==> config.mk <==
export PLATFORM = sky130hd
export DESIGN_NAME = spi_fifo_irq
export DESIGN_NICKNAME = d
export VERILOG_FILES = /design/src/rtl/spi_fifo_irq_pkg.sv /design/src/rtl/spi_word_fifo.sv /design/src/rtl/spi_fifo_dp.sv /design/src/rtl/spi_fifo_ctl.sv /design/src/rtl/spi_fifo_irq.sv
export SDC_FILE = /design/constraint.sdc
export NUM_CORES = 1
export LEC_CHECK = 0
export BUFFER_PORTS_ARGS = -buffer_cell sky130_fd_sc_hd__buf_2
export CORE_ASPECT_RATIO = 0.9
export CORE_MARGIN = 4
export CORE_UTILIZATION = 55
export CTS_CLUSTER_DIAMETER = 100
export DETAILED_ROUTE_END_ITERATION = 7
export PLACE_DENSITY = 0.77
export SLEW_MARGIN = 0
export SYNTH_ARGS = -nofsm -noshare
export SYNTH_HDL_FRONTEND = slang
export SYNTH_HIERARCHICAL = 1
export SYNTH_SLANG_ARGS = --single-unit
==> constraint.sdc <==
create_clock -name clk -period 6 [get_ports clk]
set_input_delay 0.9 -clock clk [delete_from_list [all_inputs] [get_ports clk]]
set_output_delay 0.9 -clock clk [all_outputs]
set_load 0.01 [all_outputs]
==> src/rtl/spi_fifo_irq_pkg.sv <==
package spi_fifo_irq_pkg;

  // register word addresses
  localparam logic [3:0] ADDR_CTRL  = 4'h0;
  localparam logic [3:0] ADDR_QCTL  = 4'h1;
  localparam logic [3:0] ADDR_STAT  = 4'h2;
  localparam logic [3:0] ADDR_IEN   = 4'h3;
  localparam logic [3:0] ADDR_ISTAT = 4'h4;
  localparam logic [3:0] ADDR_DATA  = 4'h5;

  // field positions
  localparam int EN_BIT       = 0;
  localparam int TX_FLUSH_BIT = 12;
  localparam int TX_THR_LSB   = 8;
  localparam int RX_FLUSH_BIT = 4;
  localparam int RX_THR_LSB   = 0;
  localparam int THR_W        = 4;
  localparam int NE_BIT       = 0;
  localparam int RDY_BIT      = 9;
  localparam int TXC_BIT      = 4;
  localparam int RXC_BIT      = 3;
  localparam int OVR_BIT      = 0;

  // control -> datapath
  typedef struct packed {
    logic engineEn;
    logic txPush;
    logic rxPop;
    logic txFlush;
    logic rxFlush;
  } dpStrobeT;

  // datapath -> control
  typedef struct packed {
    logic txPushed;
    logic txPopped;
    logic rxPushed;
    logic rxPopped;
    logic rxOverrun;
  } dpEventT;

endpackage

==> src/rtl/spi_word_fifo.sv <==
module spi_word_fifo #(
  parameter int DEPTH = 8,
  parameter int WIDTH = 32,
  parameter int LVL_W = $clog2(DEPTH + 1)
) (
  input  logic             clk,
  input  logic             rstN,
  input  logic             flush,
  input  logic             push,
  input  logic [WIDTH-1:0] pushData,
  input  logic             pop,
  output logic [WIDTH-1:0] headData,
  output logic [LVL_W-1:0] level,
  output logic             full,
  output logic             empty,
  output logic             pushOk,
  output logic             popOk
);
  localparam int PTR_W = (DEPTH > 1) ? $clog2(DEPTH) : 1;

  logic [WIDTH-1:0] mem [DEPTH];
  logic [PTR_W-1:0] wrPtr, rdPtr;
  logic [LVL_W-1:0] count;

  assign full   = (count == LVL_W'(DEPTH));
  assign empty  = (count == '0);
  assign pushOk = push && !full && !flush;
  assign popOk  = pop && !empty && !flush;
  assign level  = count;
  assign headData = empty ? '0 : mem[rdPtr];

  function automatic logic [PTR_W-1:0] ptrNext(input logic [PTR_W-1:0] p);
    return (p == PTR_W'(DEPTH - 1)) ? '0 : p + 1'b1;
  endfunction

  always_ff @(posedge clk) begin
    if (pushOk) mem[wrPtr] <= pushData;
  end

  always_ff @(posedge clk) begin
    if (!rstN || flush) begin
      wrPtr <= '0;
      rdPtr <= '0;
      count <= '0;
    end else begin
      if (pushOk) wrPtr <= ptrNext(wrPtr);
      if (popOk)  rdPtr <= ptrNext(rdPtr);
      case ({pushOk, popOk})
        2'b10:   count <= count + 1'b1;
        2'b01:   count <= count - 1'b1;
        default: count <= count;
      endcase
    end
  end


  no_overflow_chk: assert property (@(posedge clk) disable iff (!rstN)
    count <= LVL_W'(DEPTH));


  full_drop_chk: assert property (@(posedge clk) disable iff (!rstN)
    (push && full && !pop && !flush) |=> $stable(count));


  flush_empty_chk: assert property (@(posedge clk) disable iff (!rstN)
    flush |=> (count == '0));


  empty_pop_chk: assert property (@(posedge clk) disable iff (!rstN)
    (pop && empty && !push && !flush) |=> (count == '0));

endmodule

==> src/rtl/spi_fifo_dp.sv <==
module spi_fifo_dp
  import spi_fifo_irq_pkg::*;
#(
  parameter int DEPTH = 8,
  parameter int WIDTH = 32,
  parameter int LVL_W = $clog2(DEPTH + 1)
) (
  input  logic             clk,
  input  logic             rstN,
  input  dpStrobeT         strobe,
  input  logic [WIDTH-1:0] txWord,
  output logic             txValid,
  input  logic             txReady,
  output logic [WIDTH-1:0] txData,
  input  logic             rxValid,
  input  logic [WIDTH-1:0] rxData,
  output logic [WIDTH-1:0] rxHead,
  output logic [LVL_W-1:0] txLevel,
  output logic [LVL_W-1:0] rxLevel,
  output logic             rxEmpty,
  output dpEventT          events
);
  logic txFull, txEmpty, rxFull;
  logic txPushOk, txPopOk, rxPushOk, rxPopOk;
  logic rxPushReq;

  assign txValid   = strobe.engineEn && !txEmpty;
  assign rxPushReq = strobe.engineEn && rxValid;

  spi_word_fifo #(.DEPTH(DEPTH), .WIDTH(WIDTH), .LVL_W(LVL_W)) u_txq (
    .clk(clk), .rstN(rstN), .flush(strobe.txFlush),
    .push(strobe.txPush), .pushData(txWord),
    .pop(txValid && txReady), .headData(txData),
    .level(txLevel), .full(txFull), .empty(txEmpty),
    .pushOk(txPushOk), .popOk(txPopOk)
  );

  spi_word_fifo #(.DEPTH(DEPTH), .WIDTH(WIDTH), .LVL_W(LVL_W)) u_rxq (
    .clk(clk), .rstN(rstN), .flush(strobe.rxFlush),
    .push(rxPushReq), .pushData(rxData),
    .pop(strobe.rxPop), .headData(rxHead),
    .level(rxLevel), .full(rxFull), .empty(rxEmpty),
    .pushOk(rxPushOk), .popOk(rxPopOk)
  );

  assign events.txPushed  = txPushOk;
  assign events.txPopped  = txPopOk;
  assign events.rxPushed  = rxPushOk;
  assign events.rxPopped  = rxPopOk;
  assign events.rxOverrun = rxPushReq && rxFull && !strobe.rxFlush;


  rx_gate_chk: assert property (@(posedge clk) disable iff (!rstN)
    (!strobe.engineEn && rxValid && !strobe.rxPop && !strobe.rxFlush) |=> $stable(rxLevel));


  tx_gate_chk: assert property (@(posedge clk) disable iff (!rstN)
    (!strobe.engineEn && !strobe.txPush && !strobe.txFlush) |=> $stable(txLevel));

endmodule

==> src/rtl/spi_fifo_ctl.sv <==
module spi_fifo_ctl
  import spi_fifo_irq_pkg::*;
#(
  parameter int DEPTH = 8,
  parameter int WIDTH = 32,
  parameter int AW    = 4,
  parameter int LVL_W = $clog2(DEPTH + 1)
) (
  input  logic             clk,
  input  logic             rstN,
  input  logic             busSel,
  input  logic             busWr,
  input  logic [AW-1:0]    busAddr,
  input  logic [WIDTH-1:0] busWdata,
  output logic [WIDTH-1:0] busRdata,
  output logic             irq,
  input  logic [WIDTH-1:0] rxHead,
  input  logic [LVL_W-1:0] txLevel,
  input  logic [LVL_W-1:0] rxLevel,
  input  logic             rxEmpty,
  input  dpEventT          events,
  output dpStrobeT         strobe
);
  logic             enReg, ieRx, ieOvr;
  logic [THR_W-1:0] txThr, rxThr;
  logic             stTx, stRx, stOvr;
  logic [WIDTH-1:0] rdQ, rdMux;
  logic             wrHit, rdHit;
  logic             clrTx, clrRx, clrOvr;
  logic             setTx, setRx, setOvr;
  logic             rdyLive;
  int               effRx, rxPost, txPost;

  assign wrHit = busSel && busWr;
  assign rdHit = busSel && !busWr;

  assign strobe.engineEn = enReg;
  assign strobe.txPush   = wrHit && (busAddr == AW'(ADDR_DATA));
  assign strobe.rxPop    = rdHit && (busAddr == AW'(ADDR_DATA));
  assign strobe.txFlush  = wrHit && (busAddr == AW'(ADDR_QCTL)) && busWdata[TX_FLUSH_BIT];
  assign strobe.rxFlush  = wrHit && (busAddr == AW'(ADDR_QCTL)) && busWdata[RX_FLUSH_BIT];

  always_comb begin
    if (rxThr == '0)              effRx = 1;
    else if (int'(rxThr) > DEPTH) effRx = DEPTH;
    else                          effRx = int'(rxThr);
    rxPost = int'(rxLevel) + int'(events.rxPushed) - int'(events.rxPopped);
    txPost = int'(txLevel) + int'(events.txPushed) - int'(events.txPopped);
  end

  assign rdyLive = int'(rxLevel) >= effRx;
  assign setRx   = events.rxPushed && (rxPost == effRx);
  assign setTx   = events.txPopped && (txPost <= int'(txThr));
  assign setOvr  = events.rxOverrun;

  assign clrTx  = wrHit && (busAddr == AW'(ADDR_ISTAT)) && busWdata[TXC_BIT];
  assign clrRx  = wrHit && (busAddr == AW'(ADDR_ISTAT)) && busWdata[RXC_BIT];
  assign clrOvr = wrHit && (busAddr == AW'(ADDR_ISTAT)) && busWdata[OVR_BIT];

  always_ff @(posedge clk) begin
    if (!rstN) begin
      enReg <= 1'b0;
      ieRx  <= 1'b0;
      ieOvr <= 1'b0;
      txThr <= '0;
      rxThr <= '0;
      stTx  <= 1'b0;
      stRx  <= 1'b0;
      stOvr <= 1'b0;
    end else begin
      if (wrHit && busAddr == AW'(ADDR_CTRL)) enReg <= busWdata[EN_BIT];
      if (wrHit && busAddr == AW'(ADDR_QCTL)) begin
        txThr <= busWdata[TX_THR_LSB +: THR_W];
        rxThr <= busWdata[RX_THR_LSB +: THR_W];
      end
      if (wrHit && busAddr == AW'(ADDR_IEN)) begin
        ieRx  <= busWdata[RXC_BIT];
        ieOvr <= busWdata[OVR_BIT];
      end
      stTx  <= (stTx  && !clrTx)  || setTx;
      stRx  <= (stRx  && !clrRx)  || setRx;
      stOvr <= (stOvr && !clrOvr) || setOvr;
    end
  end

  always_comb begin
    rdMux = '0;
    case (busAddr)
      AW'(ADDR_CTRL):  rdMux[EN_BIT] = enReg;
      AW'(ADDR_QCTL): begin
        rdMux[TX_THR_LSB +: THR_W] = txThr;
        rdMux[RX_THR_LSB +: THR_W] = rxThr;
      end
      AW'(ADDR_STAT):  rdMux[NE_BIT] = !rxEmpty;
      AW'(ADDR_IEN): begin
        rdMux[RXC_BIT] = ieRx;
        rdMux[OVR_BIT] = ieOvr;
      end
      AW'(ADDR_ISTAT): begin
        rdMux[RDY_BIT] = rdyLive;
        rdMux[TXC_BIT] = stTx;
        rdMux[RXC_BIT] = stRx;
        rdMux[OVR_BIT] = stOvr;
      end
      AW'(ADDR_DATA):  rdMux = rxHead;
      default:         rdMux = '0;
    endcase
  end

  always_ff @(posedge clk) begin
    if (!rstN)      rdQ <= '0;
    else if (rdHit) rdQ <= rdMux;
  end

  assign busRdata = rdQ;
  assign irq = (stRx && ieRx) || (stOvr && ieOvr);


  ovr_sticky_chk: assert property (@(posedge clk) disable iff (!rstN)
    events.rxOverrun |=> stOvr);


  rxc_source_chk: assert property (@(posedge clk) disable iff (!rstN)
    $rose(stRx) |-> $past(events.rxPushed));


  txc_no_irq_chk: assert property (@(posedge clk) disable iff (!rstN)
    (stTx && !stRx && !stOvr) |-> !irq);


  w1c_ovr_chk: assert property (@(posedge clk) disable iff (!rstN)
    (clrOvr && !events.rxOverrun) |=> !stOvr);

endmodule

==> src/rtl/spi_fifo_irq.sv <==
module spi_fifo_irq
  import spi_fifo_irq_pkg::*;
#(
  parameter int DEPTH = 8,
  parameter int WIDTH = 32,
  parameter int AW    = 4
) (
  input  logic             clk,
  input  logic             rstN,
  input  logic             busSel,
  input  logic             busWr,
  input  logic [AW-1:0]    busAddr,
  input  logic [WIDTH-1:0] busWdata,
  output logic [WIDTH-1:0] busRdata,
  output logic             irq,
  output logic             txValid,
  input  logic             txReady,
  output logic [WIDTH-1:0] txData,
  input  logic             rxValid,
  input  logic [WIDTH-1:0] rxData
);
  localparam int LVL_W = $clog2(DEPTH + 1);

  dpStrobeT         strobe;
  dpEventT          events;
  logic [WIDTH-1:0] rxHead;
  logic [LVL_W-1:0] txLevel, rxLevel;
  logic             rxEmpty;

  spi_fifo_ctl #(.DEPTH(DEPTH), .WIDTH(WIDTH), .AW(AW), .LVL_W(LVL_W)) u_ctl (
    .clk(clk), .rstN(rstN), .busSel(busSel), .busWr(busWr),
    .busAddr(busAddr), .busWdata(busWdata), .busRdata(busRdata), .irq(irq),
    .rxHead(rxHead), .txLevel(txLevel), .rxLevel(rxLevel), .rxEmpty(rxEmpty),
    .events(events), .strobe(strobe)
  );

  spi_fifo_dp #(.DEPTH(DEPTH), .WIDTH(WIDTH), .LVL_W(LVL_W)) u_dp (
    .clk(clk), .rstN(rstN), .strobe(strobe), .txWord(busWdata),
    .txValid(txValid), .txReady(txReady), .txData(txData),
    .rxValid(rxValid), .rxData(rxData), .rxHead(rxHead),
    .txLevel(txLevel), .rxLevel(rxLevel), .rxEmpty(rxEmpty), .events(events)
  );

endmodule

== Word-level counts from Yosys, hierarchy flattened ==
Memory sizes are Yosys's and may differ from the RTL's. A register that Yosys moved wholly into a read port is not among the register bits.
Cells that the tools add are included.

* RAM bits: 512
* Bits in registers: 66
* Output and inout port bits: 66
* Memories: 2
* Input bits: 74
* Word-level logic and storage cells: 131

* Reduce and logical (&&, ||, !) cells: 56
* $add $sub $neg: 12
* Mux-type cells: 27
* Equality and inequality tests: 16
* Magnitude comparators: 3

{| class="wikitable"
|+ Memories
! memory !! depth !! width !! rd ports !! clocked after memory_dff !! write ports !! RTL line !! text
|-
| u_dp.u_rxq.mem || 8 || 32 || 1 || 1 || 1 || spi_word_fifo.sv:21 || <nowiki>logic [WIDTH-1:0] mem [DEPTH];</nowiki>
|-
| u_dp.u_txq.mem || 8 || 32 || 1 || 1 || 1 || spi_word_fifo.sv:21 ||
|}

{| class="wikitable"
|+ Operator list
! cell !! count
|-
| two-way mux 32 bit || 3
|-
| subtractor 32 x 2 -> 32 bit || 2
|-
| logical AND 1 bit || 33
|-
| equality test 32 bit || 1
|-
| greater-or-equal comparator 5 x 32 -> 1 bit || 1
|-
| less-or-equal comparator 32 x 5 -> 1 bit || 1
|-
| two-way mux 3 bit || 9
|-
| two-way mux 20 bit || 1
|-
| logical NOT 4 bit || 4
|-
| one-hot mux 4 bit (2 select lines) || 2
|-
| adder 3 x 1 -> 3 bit (second input constant) || 4
|-
| equality test 3 bit (second input constant) || 4
|-
| logical NOT 1 bit || 11
|-
| adder 4 x 1 -> 5 bit || 2
|-
| adder 4 x 1 -> 4 bit (second input constant) || 2
|-
| equality test 4 x 2 -> 1 bit (second input constant) || 2
|-
| equality test 4 x 3 -> 1 bit (second input constant) || 2
|-
| equality test 4 bit (second input constant) || 2
|-
| one-hot mux 2 bit (2 select lines) || 2
|-
| subtractor 4 x 1 -> 4 bit (second input constant) || 2
|-
| logical OR 1 bit || 6
|-
| one-hot mux 1 bit (6 select lines) || 1
|-
| equality test 2 x 1 -> 1 bit (second input constant) || 2
|-
| equality test 2 bit (second input constant) || 2
|-
| other kinds (8) || 13
|}

== Depth between registers and ports, before layout ==
Gate-level depths: netlist of the first run.

* Depth after elaboration: 10
* Mapped depth: 19
* Gate-level depth less buffers: 16

== By module ==
Netlist of the first run, hierarchy kept.

{| class="wikitable"
|+ Modules (own cells, without submodules)
! module !! area each (sq um) !! times used !! sequential area each (sq um) !! cells each
|-
| spi_word_fifo at u_dp.u_rxq || 10387.5 || 1 || 7947.6 || 486
|-
| spi_word_fifo at u_dp.u_txq || 10382.5 || 1 || 7947.6 || 486
|-
| spi_fifo_ctl || 2498.6 || 1 || 920.9 || 290
|-
| spi_fifo_dp || 62.6 || 1 || 0.0 || 8
|}

== Worst setup path before layout of the first run ==
OpenSTA, ideal clock, no wires.

* Path kind: input to register
* From: in busAddr[1]
* To: mem u_dp.u_rxq.mem[0][0], enable pin
* Arrival time: 5129 ps
* Path slack: 369 ps
* Setup time: 501 ps
* Required time: 5499 ps
* Path buffers: 3
* Stages: 7
* Path through: buf_2 > nor2b_2 > clkbuf_1 > and3_1 > or3b_1 > buf_6 > nor4_1

{| class="wikitable"
|+ RTL lines
! what !! RTL line !! text
|-
| start: declaration || spi_fifo_irq.sv:12 || <nowiki>input logic [AW-1:0] busAddr,</nowiki>
|-
| end: declaration || spi_word_fifo.sv:21 ||
|}

==> report_table.html, run 1 <==
<table>
<tr><th>Metric</th><th>Value</th></tr>
<tr><th colspan="2">STA</th></tr>
<tr><td>Maximum clock frequency</td><td>roughly 0.25 GHz</td></tr>
<tr><td>RSZ-0062 raised after global routing</td><td>false</td></tr>
<tr><td>Hold violation count in the final report</td><td>0</td></tr>
<tr><td>Setup-failing EPs final</td><td>0</td></tr>
<tr><td>Total Negative Setup Slacks</td><td>0 ps</td></tr>
<tr><td>Minimum period implied by the final worst setup slack</td><td>roughly 4000 ps</td></tr>
<tr><td>Worst path setup slack after routing</td><td>between 2000 and 2500 ps</td></tr>
<tr><td>Period utilization</td><td>0.6593</td></tr>
<tr><td>Final Slew Violations</td><td>0</td></tr>
<tr><td>Worst Hold Slack</td><td>about 480 ps</td></tr>
<tr><td>Slew at the pin with the worst max-slew slack</td><td>about 1100 ps</td></tr>
<tr><td>Worst clock skew</td><td>around 10 ps</td></tr>
<tr><td>Max-slew headroom</td><td>0.2375</td></tr>
<tr><th colspan="2">Clocking</th></tr>
<tr><td>Number of buffers created by CTS</td><td>57</td></tr>
<tr><td>Clock root buffer</td><td>sky130_fd_sc_hd__clkbuf_16</td></tr>
<tr><td>Hold Buf Count CTS</td><td>0</td></tr>
<tr><td>Clk slew on worst S/H paths</td><td>around 60 ps</td></tr>
<tr><td>Insertion delay of the later-clocked pin in the worst-skew pair</td><td>about 600 ps</td></tr>
<tr><td>Post-CTS setup buffer count</td><td>0</td></tr>
<tr><td>CTS HTree Levels</td><td>2</td></tr>
<tr><td>CTS-repair resized insts</td><td>0</td></tr>
<tr><td>Num Clock Sinks</td><td>slightly below 600</td></tr>
<tr><td>Maximum number of buffers from clock root to sink</td><td>3</td></tr>
<tr><td>Clock tree from TritonCTS</td><td>yes</td></tr>
<tr><th colspan="2">Critical path</th></tr>
<tr><td>Max stage delay on crit path</td><td>480 ps</td></tr>
<tr><td>Kind of cell adding the most delay to the critical path</td><td>adder cells</td></tr>
<tr><td>Buffers and inverters on the worst path</td><td>4</td></tr>
<tr><td>Origin of the critical flop-to-flop path</td><td>u_dp/u_txq/level[1]$_SDFFE_PP0P_</td></tr>
<tr><td>Termination of the worst setup path</td><td>u_ctl/stTx$_SDFF_PN0_</td></tr>
<tr><td>Critical-path cell with the highest stage delay</td><td>sky130_fd_sc_hd__fa_1</td></tr>
<tr><td>Maximum fanout along the worst path</td><td>35</td></tr>
<tr><td>Reg-to-reg setup timing slack</td><td>2040 ps</td></tr>
<tr><td>Arrival time of the worst setup path</td><td>roughly 4500 ps</td></tr>
<tr><td>Total number of cells along the worst setup path</td><td>17</td></tr>
<tr><td>Ordered list of cells on the worst path</td><td>nor4_4 -&gt; buf_4 -&gt; and3b_1 -&gt; nand2b_1 -&gt; nor2_1 -&gt; ha_1 -&gt; inv_1 -&gt; ha_1 -&gt; inv_1 -&gt; fa_1 -&gt; inv_1 -&gt; ha_1 -&gt; nor2b_1 -&gt; o211ai_1 -&gt; a21oi_1 -&gt; nand3b_1 -&gt; a21oi_1</td></tr>
<tr><td>Required time of the critical path</td><td>6520 ps</td></tr>
<tr><td>Capture point of the worst reg-to-reg path</td><td>u_ctl/stTx$_SDFF_PN0_</td></tr>
<tr><td>Worst setup path start</td><td>u_dp/u_txq/level[1]$_SDFFE_PP0P_</td></tr>
<tr><td>Critical path launch point type</td><td>flip-flop</td></tr>
<tr><td>Depth of the worst register-to-register path</td><td>17</td></tr>
<tr><td>Category of the most critical setup path</td><td>reg -&gt; reg</td></tr>
<tr><td>Endpoint kind of the worst setup timing path</td><td>flip-flop</td></tr>
<tr><th colspan="2">Yosys</th></tr>
<tr><td>Fraction of post-synthesis cell area in the top cell type by area</td><td>0.6590</td></tr>
<tr><td>Cell variety after synth</td><td>62</td></tr>
<tr><td>Total nets after synthesis</td><td>1382</td></tr>
<tr><td>Cell with the most instances after synthesis</td><td>sky130_fd_sc_hd__edfxtp_1</td></tr>
<tr><td>Synth area leader</td><td>sky130_fd_sc_hd__edfxtp_1</td></tr>
<tr><td>Sequential cell area fraction in the yosys report</td><td>0.7208</td></tr>
<tr><td>Synthesized flop and latch total</td><td>roughly 580</td></tr>
<tr><td>Count of flip-flops with a built-in enable after synthesis</td><td>about 510</td></tr>
<tr><td>Main flop type after synthesis</td><td>sky130_fd_sc_hd__edfxtp_1</td></tr>
<tr><td>Top post-synthesis cells by count</td><td>512 x sky130_fd_sc_hd__edfxtp_1, 129 x sky130_fd_sc_hd__mux4_2, 122 x sky130_fd_sc_hd__nor2_1</td></tr>
<tr><td>Share of async-settable or async-resettable flops after synthesis</td><td>0</td></tr>
<tr><td>Cells after Synth</td><td>roughly 1300</td></tr>
<tr><td>Total of warnings raised by yosys</td><td>6</td></tr>
<tr><td>Area contributors post-synth</td><td>sky130_fd_sc_hd__edfxtp_1 66%, sky130_fd_sc_hd__mux4_2 12%, sky130_fd_sc_hd__dfxtp_1 6.2%</td></tr>
<tr><td>Average footprint of a synthesized cell</td><td>approximately 18 um^2</td></tr>
<tr><td>Total standard cell area after synthesis</td><td>23330 um^2</td></tr>
<tr><th colspan="2">Route</th></tr>
<tr><td>Avg WL per Cell</td><td>around 24 um</td></tr>
<tr><td>DRC violation total after the first TritonRoute iteration</td><td>roughly 1100</td></tr>
<tr><td>Average via count per standard cell</td><td>about 6</td></tr>
<tr><td>Total wirelength of the detailed-routed design</td><td>between 40000 and 50000 um</td></tr>
<tr><td>Total number of vias</td><td>12190</td></tr>
<tr><td>Detailed-route DRC error count</td><td>0</td></tr>
<tr><td>Total iterations of the first detailed-routing run</td><td>5</td></tr>
<tr><td>ANT nets after route</td><td>0</td></tr>
<tr><th colspan="2">Floorplan</th></tr>
<tr><td>Total core area</td><td>~42000 um^2</td></tr>
<tr><td>Initial standard-cell utilization of the core</td><td>0.5576</td></tr>
<tr><td>Number of primary I/O pins</td><td>140</td></tr>
<tr><td>Std cell rows</td><td>just over 70</td></tr>
<tr><td>Die ar.</td><td>~46000 um^2</td></tr>
<tr><td>Vert. Die Dim</td><td>slightly above 200 um</td></tr>
<tr><td>Die extent in x</td><td>225.1 um</td></tr>
<tr><th colspan="2">Finish</th></tr>
<tr><td>Ant diodes</td><td>0</td></tr>
<tr><td>Post-layout utilization of the core</td><td>0.6332</td></tr>
<tr><td>Synth-to-layout area growth</td><td>13.56%</td></tr>
<tr><td>Fraction of final layout cells sized beyond drive strength 1</td><td>0.2824</td></tr>
<tr><td>Final #Nets</td><td>between 1500 and 2000</td></tr>
<tr><td>Layout fillers</td><td>approximately 2800</td></tr>
<tr><th colspan="2">Worst hold path</th></tr>
<tr><td>Class of the tightest hold or removal check</td><td>reg -&gt; reg</td></tr>
<tr><th colspan="2">Placement</th></tr>
<tr><td>Final HPWL from detailed placement</td><td>27770 um</td></tr>
<tr><td>Worst slack after detailed placement</td><td>around 1500 ps</td></tr>
<tr><td>Number of port buffers</td><td>139</td></tr>
<tr><td>Final weighted congestion in routability-driven placement</td><td>slightly below 0.9</td></tr>
<tr><th colspan="2">Flow run</th></tr>
<tr><td>MaxCap Viol Count</td><td>0</td></tr>
<tr><th colspan="2">GRT</th></tr>
<tr><td>Largest net degree at the start of global routing</td><td>between 60 and 70</td></tr>
<tr><td>Initial antenna violation count</td><td>5</td></tr>
<tr><td>Via count of the first global-routing pass</td><td>about 13000</td></tr>
<tr><td>First-pass GRT wire length</td><td>around 76000 um</td></tr>
<tr><td>Grt total ovfl</td><td>0</td></tr>
<tr><td>Global routing usage summed across all routing layers</td><td>0.2165</td></tr>
<tr><th colspan="2">Power</th></tr>
<tr><td>Highest ir drop seen on vdd</td><td>302.9 uV</td></tr>
<tr><td>Total power per unit cell area</td><td>298.4 nW/um^2</td></tr>
<tr><td>Static leakage</td><td>~8.7 nW</td></tr>
<tr><th colspan="2">Outcome</th></tr>
<tr><td>Run status</td><td>finished clean</td></tr>
</table>
-- layout by cell type (no fill, tap or decap), types with 4 or more instances in the layout --
cell type and instances:
sky130_fd_sc_hd__dfxtp_2 4, sky130_fd_sc_hd__mux2i_1 75, sky130_fd_sc_hd__a222oi_1 5, sky130_fd_sc_hd__nand3_1 12
sky130_fd_sc_hd__nor2_1 115, sky130_fd_sc_hd__a22oi_1 23, sky130_fd_sc_hd__xnor2_1 7, sky130_fd_sc_hd__nand3b_1 9
sky130_fd_sc_hd__clkbuf_1 17, sky130_fd_sc_hd__or3_1 5, sky130_fd_sc_hd__a21oi_1 31, sky130_fd_sc_hd__clkbuf_16 57
sky130_fd_sc_hd__nor2_4 6, sky130_fd_sc_hd__ha_1 36, sky130_fd_sc_hd__nand2b_1 15, sky130_fd_sc_hd__clkinv_1 11
sky130_fd_sc_hd__mux4_2 129, sky130_fd_sc_hd__nor2b_1 9, sky130_fd_sc_hd__buf_4 27, sky130_fd_sc_hd__clkbuf_8 5
sky130_fd_sc_hd__dfxtp_1 66, sky130_fd_sc_hd__xor2_1 7, sky130_fd_sc_hd__nand2_1 37, sky130_fd_sc_hd__nor3_2 9
sky130_fd_sc_hd__o21ai_0 4, sky130_fd_sc_hd__inv_1 23, sky130_fd_sc_hd__edfxtp_1 512, sky130_fd_sc_hd__buf_2 139
sky130_fd_sc_hd__clkinv_2 9
-- report_power, final --
group	internal, mW	leakage [nW]	switching, mW
logic	0.0321	2.61	0.0846
registers	4.41	5.18	0.00268
clock network	1.91	0.869	1.46
-- sequential cells by signal (all words and copies together), names as in the netlist, 3 cells and up, named ones only --
register / count
u_ctl/busRdata: 32
u_ctl/rxThr: 4
u_ctl/txThr: 4
u_dp/u_rxq/level: 4
u_dp/u_rxq/mem: 256
u_dp/u_rxq/rdPtr: 3
u_dp/u_rxq/wrPtr: 3
u_dp/u_txq/level: 4
u_dp/u_txq/mem: 256
u_dp/u_txq/rdPtr: 3
u_dp/u_txq/wrPtr: 3
-- per-stage QoR --
step | power [mW] | instances | cell area, um^2
CTS | 7.979 | 2020 | 26490
finish | 7.906 | 2020 | 26490
global placement | 4.613 | 1912 | 24710
global route | 8.172 | 2020 | 26490
detailed placement | 4.620 | 1912 | 24710
floorplan | 4.540 | 1270 | 23330
-- area by class of cell --
| cell class | count | area, um^2 | share of cell area |
|---|---|---|---|
| clock buffer | 79 | 1559 | 0.05884 |
| clock inverter | 29 | 225.2 | 0.008501 |
| inverter | 24 | 90.09 | 0.003400 |
| multi-input combinational | 591 | 6208 | 0.2343 |
| sequential | 584 | 16830 | 0.6352 |
| tap | 547 | 684.4 | 0.02583 |
| timing repair buffer | 166 | 898.4 | 0.03391 |
-- cells by family (layout without fill, tap and decap cells) --
kind of cell / after synthesis / in the layout / synth area share
buffers and inverters: 95 / 298 / 0.01818
adder cells (fa/ha/maj): 38 / 38 / 0.02102
multiplexers: 205 / 205 / 0.1572
flip-flops: 584 / 584 / 0.7208
AND/OR/NAND/NOR: 248 / 248 / 0.05229
AO/OA/AOI/OAI: 86 / 86 / 0.02531
XOR/XNOR: 14 / 14 / 0.005256
-- worst min path at each step --
stage	from	depth (start not counted)	to	slack, ps
floorplan	u_ctl/txThr[1]$_SDFFE_PN0P_	2	u_ctl/txThr[1]$_SDFFE_PN0P_	440
global placement	u_ctl/txThr[1]$_SDFFE_PN0P_	2	u_ctl/txThr[1]$_SDFFE_PN0P_	450
detailed placement	u_ctl/busRdata[0]$_SDFFE_PN0P_	2	u_ctl/busRdata[0]$_SDFFE_PN0P_	470
CTS	u_ctl/busRdata[0]$_SDFFE_PN0P_	2	u_ctl/busRdata[0]$_SDFFE_PN0P_	480
global route	u_dp/u_rxq/rdPtr[1]$_SDFFE_PP0N_	2	flip-flop	510
finish	u_ctl/busRdata[0]$_SDFFE_PN0P_	2	u_ctl/busRdata[0]$_SDFFE_PN0P_	480
-- worst min-delay path: cells and delay by family, from the launching register on --
kind,cells,cell delay [ps]
DFF,1,310
AOI/OAI and AO/OA,1,60
and+or+nand+nor,1,60
-- metal layers --
metal  vias to the layer above  part of all wire  global-route usage
li1                       5342                 -                   -
met2                       464              0.50              0.3640
met3                        82             0.072             0.04116
met5                         -           0.00096                   0
met4                        10             0.021             0.06088
met1                      6291              0.40              0.2952
(Power assumes the default switching activity.)
==> run 2, diff against run 1 <==
==> constraint.sdc (replaced) <==
create_clock -name clk -period 3.5 [get_ports clk]
set_input_delay 0.525 -clock clk [delete_from_list [all_inputs] [get_ports clk]]
set_output_delay 0.525 -clock clk [all_outputs]
set_load 0.01 [all_outputs]
==> run 2 against run 1 <==
Net effect: clock skew up 13 ps; first-iteration DRC count increased by 12%; critical path depth down 1; critical path type unchanged.
==> report_table.html, run 2 (same netlist as run 1, synthesis figures left out) <==
<table>
<tr><th>Metric</th><th>Value</th></tr>
<tr><th colspan="2">Power</th></tr>
<tr><td>Static leakage</td><td>8.866 nW</td></tr>
<tr><td>Total power per unit cell area</td><td>approximately 500 nW/um^2</td></tr>
<tr><td>Highest ir drop seen on vdd</td><td>between 400 and 500 uV</td></tr>
<tr><td>PnR Total Power</td><td>about 14 mW</td></tr>
<tr><th colspan="2">STA</th></tr>
<tr><td>Final Slew Violations</td><td>0</td></tr>
<tr><td>Worst Hold Slack</td><td>approximately 190 ps</td></tr>
<tr><td>Hold violation count in the final report</td><td>0</td></tr>
<tr><td>Minimum period implied by the final worst setup slack</td><td>approximately 3200 ps</td></tr>
<tr><td>Period utilization</td><td>0.9126</td></tr>
<tr><td>RSZ-0062 raised after global routing</td><td>false</td></tr>
<tr><td>Setup-failing EPs final</td><td>0</td></tr>
<tr><td>Slew at the pin with the worst max-slew slack</td><td>795.5 ps</td></tr>
<tr><td>Maximum clock frequency</td><td>0.3131 GHz</td></tr>
<tr><td>Max-slew headroom</td><td>0.4656</td></tr>
<tr><td>Worst clock skew</td><td>roughly 23 ps</td></tr>
<tr><th colspan="2">Clocking</th></tr>
<tr><td>Maximum number of buffers from clock root to sink</td><td>3</td></tr>
<tr><td>Hold Buf Count CTS</td><td>0</td></tr>
<tr><td>CTS-repair resized insts</td><td>0</td></tr>
<tr><td>CTS HTree Levels</td><td>2</td></tr>
<tr><td>Num Clock Sinks</td><td>584</td></tr>
<tr><td>Post-CTS setup buffer count</td><td>0</td></tr>
<tr><td>Clock tree from TritonCTS</td><td>yes</td></tr>
<tr><td>Clock root buffer</td><td>sky130_fd_sc_hd__clkbuf_16</td></tr>
<tr><td>Insertion delay of the later-clocked pin in the worst-skew pair</td><td>approximately 600 ps</td></tr>
<tr><td>Number of buffers created by CTS</td><td>55</td></tr>
<tr><td>Clk slew on worst S/H paths</td><td>approximately 60 ps</td></tr>
<tr><th colspan="2">Floorplan</th></tr>
<tr><td>Initial standard-cell utilization of the core</td><td>0.5576</td></tr>
<tr><td>Total core area</td><td>about 42000 um^2</td></tr>
<tr><td>Number of primary I/O pins</td><td>140</td></tr>
<tr><td>Std cell rows</td><td>71</td></tr>
<tr><td>Die extent in x</td><td>between 200 and 250 um</td></tr>
<tr><td>Vert. Die Dim</td><td>slightly above 200 um</td></tr>
<tr><td>Die ar.</td><td>approximately 46000 um^2</td></tr>
<tr><th colspan="2">Critical path</th></tr>
<tr><td>Reg-to-reg setup timing slack</td><td>roughly 310 ps</td></tr>
<tr><td>Capture point of the worst reg-to-reg path</td><td>u_ctl/stTx$_SDFF_PN0_</td></tr>
<tr><td>Endpoint kind of the worst setup timing path</td><td>flip-flop</td></tr>
<tr><td>Origin of the critical flop-to-flop path</td><td>u_dp/u_txq/level[3]$_SDFFE_PP0P_</td></tr>
<tr><td>Maximum fanout along the worst path</td><td>5</td></tr>
<tr><td>Ordered list of cells on the worst path</td><td>nor4_4 -&gt; and3b_1 -&gt; nand2b_1 -&gt; nor2_1 -&gt; ha_1 -&gt; inv_1 -&gt; ha_1 -&gt; inv_1 -&gt; fa_1 -&gt; inv_1 -&gt; ha_1 -&gt; nor2b_1 -&gt; o211ai_1 -&gt; a21oi_1 -&gt; nand3b_1 -&gt; a21oi_1</td></tr>
<tr><td>Buffers and inverters on the worst path</td><td>3</td></tr>
<tr><td>Arrival time of the worst setup path</td><td>3710 ps</td></tr>
<tr><td>Required time of the critical path</td><td>roughly 4000 ps</td></tr>
<tr><td>Critical-path cell with the highest stage delay</td><td>sky130_fd_sc_hd__fa_1</td></tr>
<tr><td>Max stage delay on crit path</td><td>490 ps</td></tr>
<tr><td>Depth of the worst register-to-register path</td><td>16</td></tr>
<tr><td>Critical path launch point type</td><td>flip-flop</td></tr>
<tr><td>Kind of cell adding the most delay to the critical path</td><td>adder cells</td></tr>
<tr><td>Category of the most critical setup path</td><td>reg -&gt; reg</td></tr>
<tr><th colspan="2">Finish</th></tr>
<tr><td>Final #Nets</td><td>approximately 1600</td></tr>
<tr><td>Commonest non-fill, non-tap cells in the layout</td><td>512 x sky130_fd_sc_hd__edfxtp_1, 139 x sky130_fd_sc_hd__buf_2, 129 x sky130_fd_sc_hd__mux4_2</td></tr>
<tr><td>Most common cell after layout, fill and taps aside</td><td>sky130_fd_sc_hd__edfxtp_1</td></tr>
<tr><td>Area used by sequential logic in the layout</td><td>~17000 um^2</td></tr>
<tr><td>Post-layout utilization of the core</td><td>0.6450</td></tr>
<tr><td>Fraction of final layout cells sized beyond drive strength 1</td><td>0.3016</td></tr>
<tr><td>Layout fillers</td><td>2742</td></tr>
<tr><td>Synth-to-layout area growth</td><td>15.66%</td></tr>
<tr><td>Multi-input combinational cell area</td><td>6245 um^2</td></tr>
<tr><th colspan="2">GRT</th></tr>
<tr><td>Global routing usage summed across all routing layers</td><td>0.2152</td></tr>
<tr><td>Grt total ovfl</td><td>0</td></tr>
<tr><td>Initial antenna violation count</td><td>6</td></tr>
<tr><td>Largest net degree at the start of global routing</td><td>between 40 and 50</td></tr>
<tr><td>First-pass GRT wire length</td><td>between 70000 and 80000 um</td></tr>
<tr><td>Via count of the first global-routing pass</td><td>12770</td></tr>
<tr><th colspan="2">Outcome</th></tr>
<tr><td>Run status</td><td>finished clean</td></tr>
<tr><th colspan="2">Worst hold path</th></tr>
<tr><td>Cells on Worst Hold Path</td><td>1</td></tr>
<tr><td>Hold-critical path endpoint</td><td>u_dp/u_rxq/mem[5][13]$_DFFE_PP_</td></tr>
<tr><td>Origin of the worst min-delay path</td><td>rxData[13]</td></tr>
<tr><td>Class of the tightest hold or removal check</td><td>in -&gt; reg</td></tr>
<tr><th colspan="2">Route</th></tr>
<tr><td>ANT nets after route</td><td>0</td></tr>
<tr><td>Total number of vias</td><td>between 10000 and 15000</td></tr>
<tr><td>Avg WL per Cell</td><td>23.84 um</td></tr>
<tr><td>Total iterations of the first detailed-routing run</td><td>5</td></tr>
<tr><td>Detailed-route DRC error count</td><td>0</td></tr>
<tr><td>Total wirelength of the detailed-routed design</td><td>slightly below 50000 um</td></tr>
<tr><td>Average via count per standard cell</td><td>~6.0</td></tr>
<tr><td>DRC violation total after the first TritonRoute iteration</td><td>approximately 1200</td></tr>
<tr><th colspan="2">Placement</th></tr>
<tr><td>Number of port buffers</td><td>about 140</td></tr>
<tr><td>Final weighted congestion in routability-driven placement</td><td>roughly 0.84</td></tr>
<tr><td>Final HPWL from detailed placement</td><td>~29000 um</td></tr>
<tr><th colspan="2">Flow run</th></tr>
<tr><td>MaxCap Viol Count</td><td>0</td></tr>
</table>
-- run 2: cell count changes in the layout (fill, tap and decap cells not counted), sizes merged --
cell / previous run / this run
diode: 0 / 2
bufinv: 2 / 6
clkinvlp: 2 / 6
clkinv: 23 / 22
clkbuf: 79 / 66
buf: 166 / 201
-- run 2: per-layer routing --
metal	vias up	global-route usage	wire length (um)
met5	-	0	39
met4	8	0.06175	1316
met3	98	0.04030	3973
met2	526	0.3548	24360
met1	6308	0.3000	19210
li1	5414	-	-
-- run 2: cell type report --
| type | instances | area share |
|---|---|---|
| Multi-Input combinational cell | 591 | 0.2314 |
| Sequential cell | 584 | 0.6236 |
| Timing Repair Buffer | 201 | 0.04952 |
| Tap cell | 547 | 0.02536 |
| Inverter | 24 | 0.003338 |
| Clock buffer | 66 | 0.05332 |
| Antenna cell | 2 | 0.0001855 |
| Clock inverter | 36 | 0.01326 |
-- run 2: per-stage QoR --
stage	TNS [ps]	setup slack, ps	cell area (um^2)	cells
6_report	0	305.9	26990	2051
5_1_grt	0	67.44	26980	2050
4_1_cts	0	251.3	26980	2049
3_5_place_dp	-0.7094	-0.7094	25180	1947
3_3_place_gp	0	118.2	25180	1947
2_1_floorplan	-154690	-887.6	23410	1270
-- run 2: worst max-delay path by stage --
stage                                           from                        endpoint  depth (start not counted)
floorplan                                 busAddr[1]  u_dp/u_rxq/mem[2][0]$_DFFE_PP_                          7
global route        u_dp/u_txq/level[3]$_SDFFE_PP0P_           u_ctl/stTx$_SDFF_PN0_                         16
detailed placement                        busAddr[0]           u_ctl/stTx$_SDFF_PN0_                         16
CTS                                        flip-flop                      txData[31]                          5
global placement                          busAddr[1]           u_ctl/stTx$_SDFF_PN0_                         16
finish              u_dp/u_txq/level[3]$_SDFFE_PP0P_           u_ctl/stTx$_SDFF_PN0_                         16
-- run 2: report_power, final --
part	switching, mW	internal, mW	leakage (nW)	total (mW)
sequential	0.00411	7.57	5.18	7.57
combinational	0.146	0.0589	2.82	0.204
clock	2.52	3.39	0.865	5.91
total	2.67	11.0	8.87	13.7
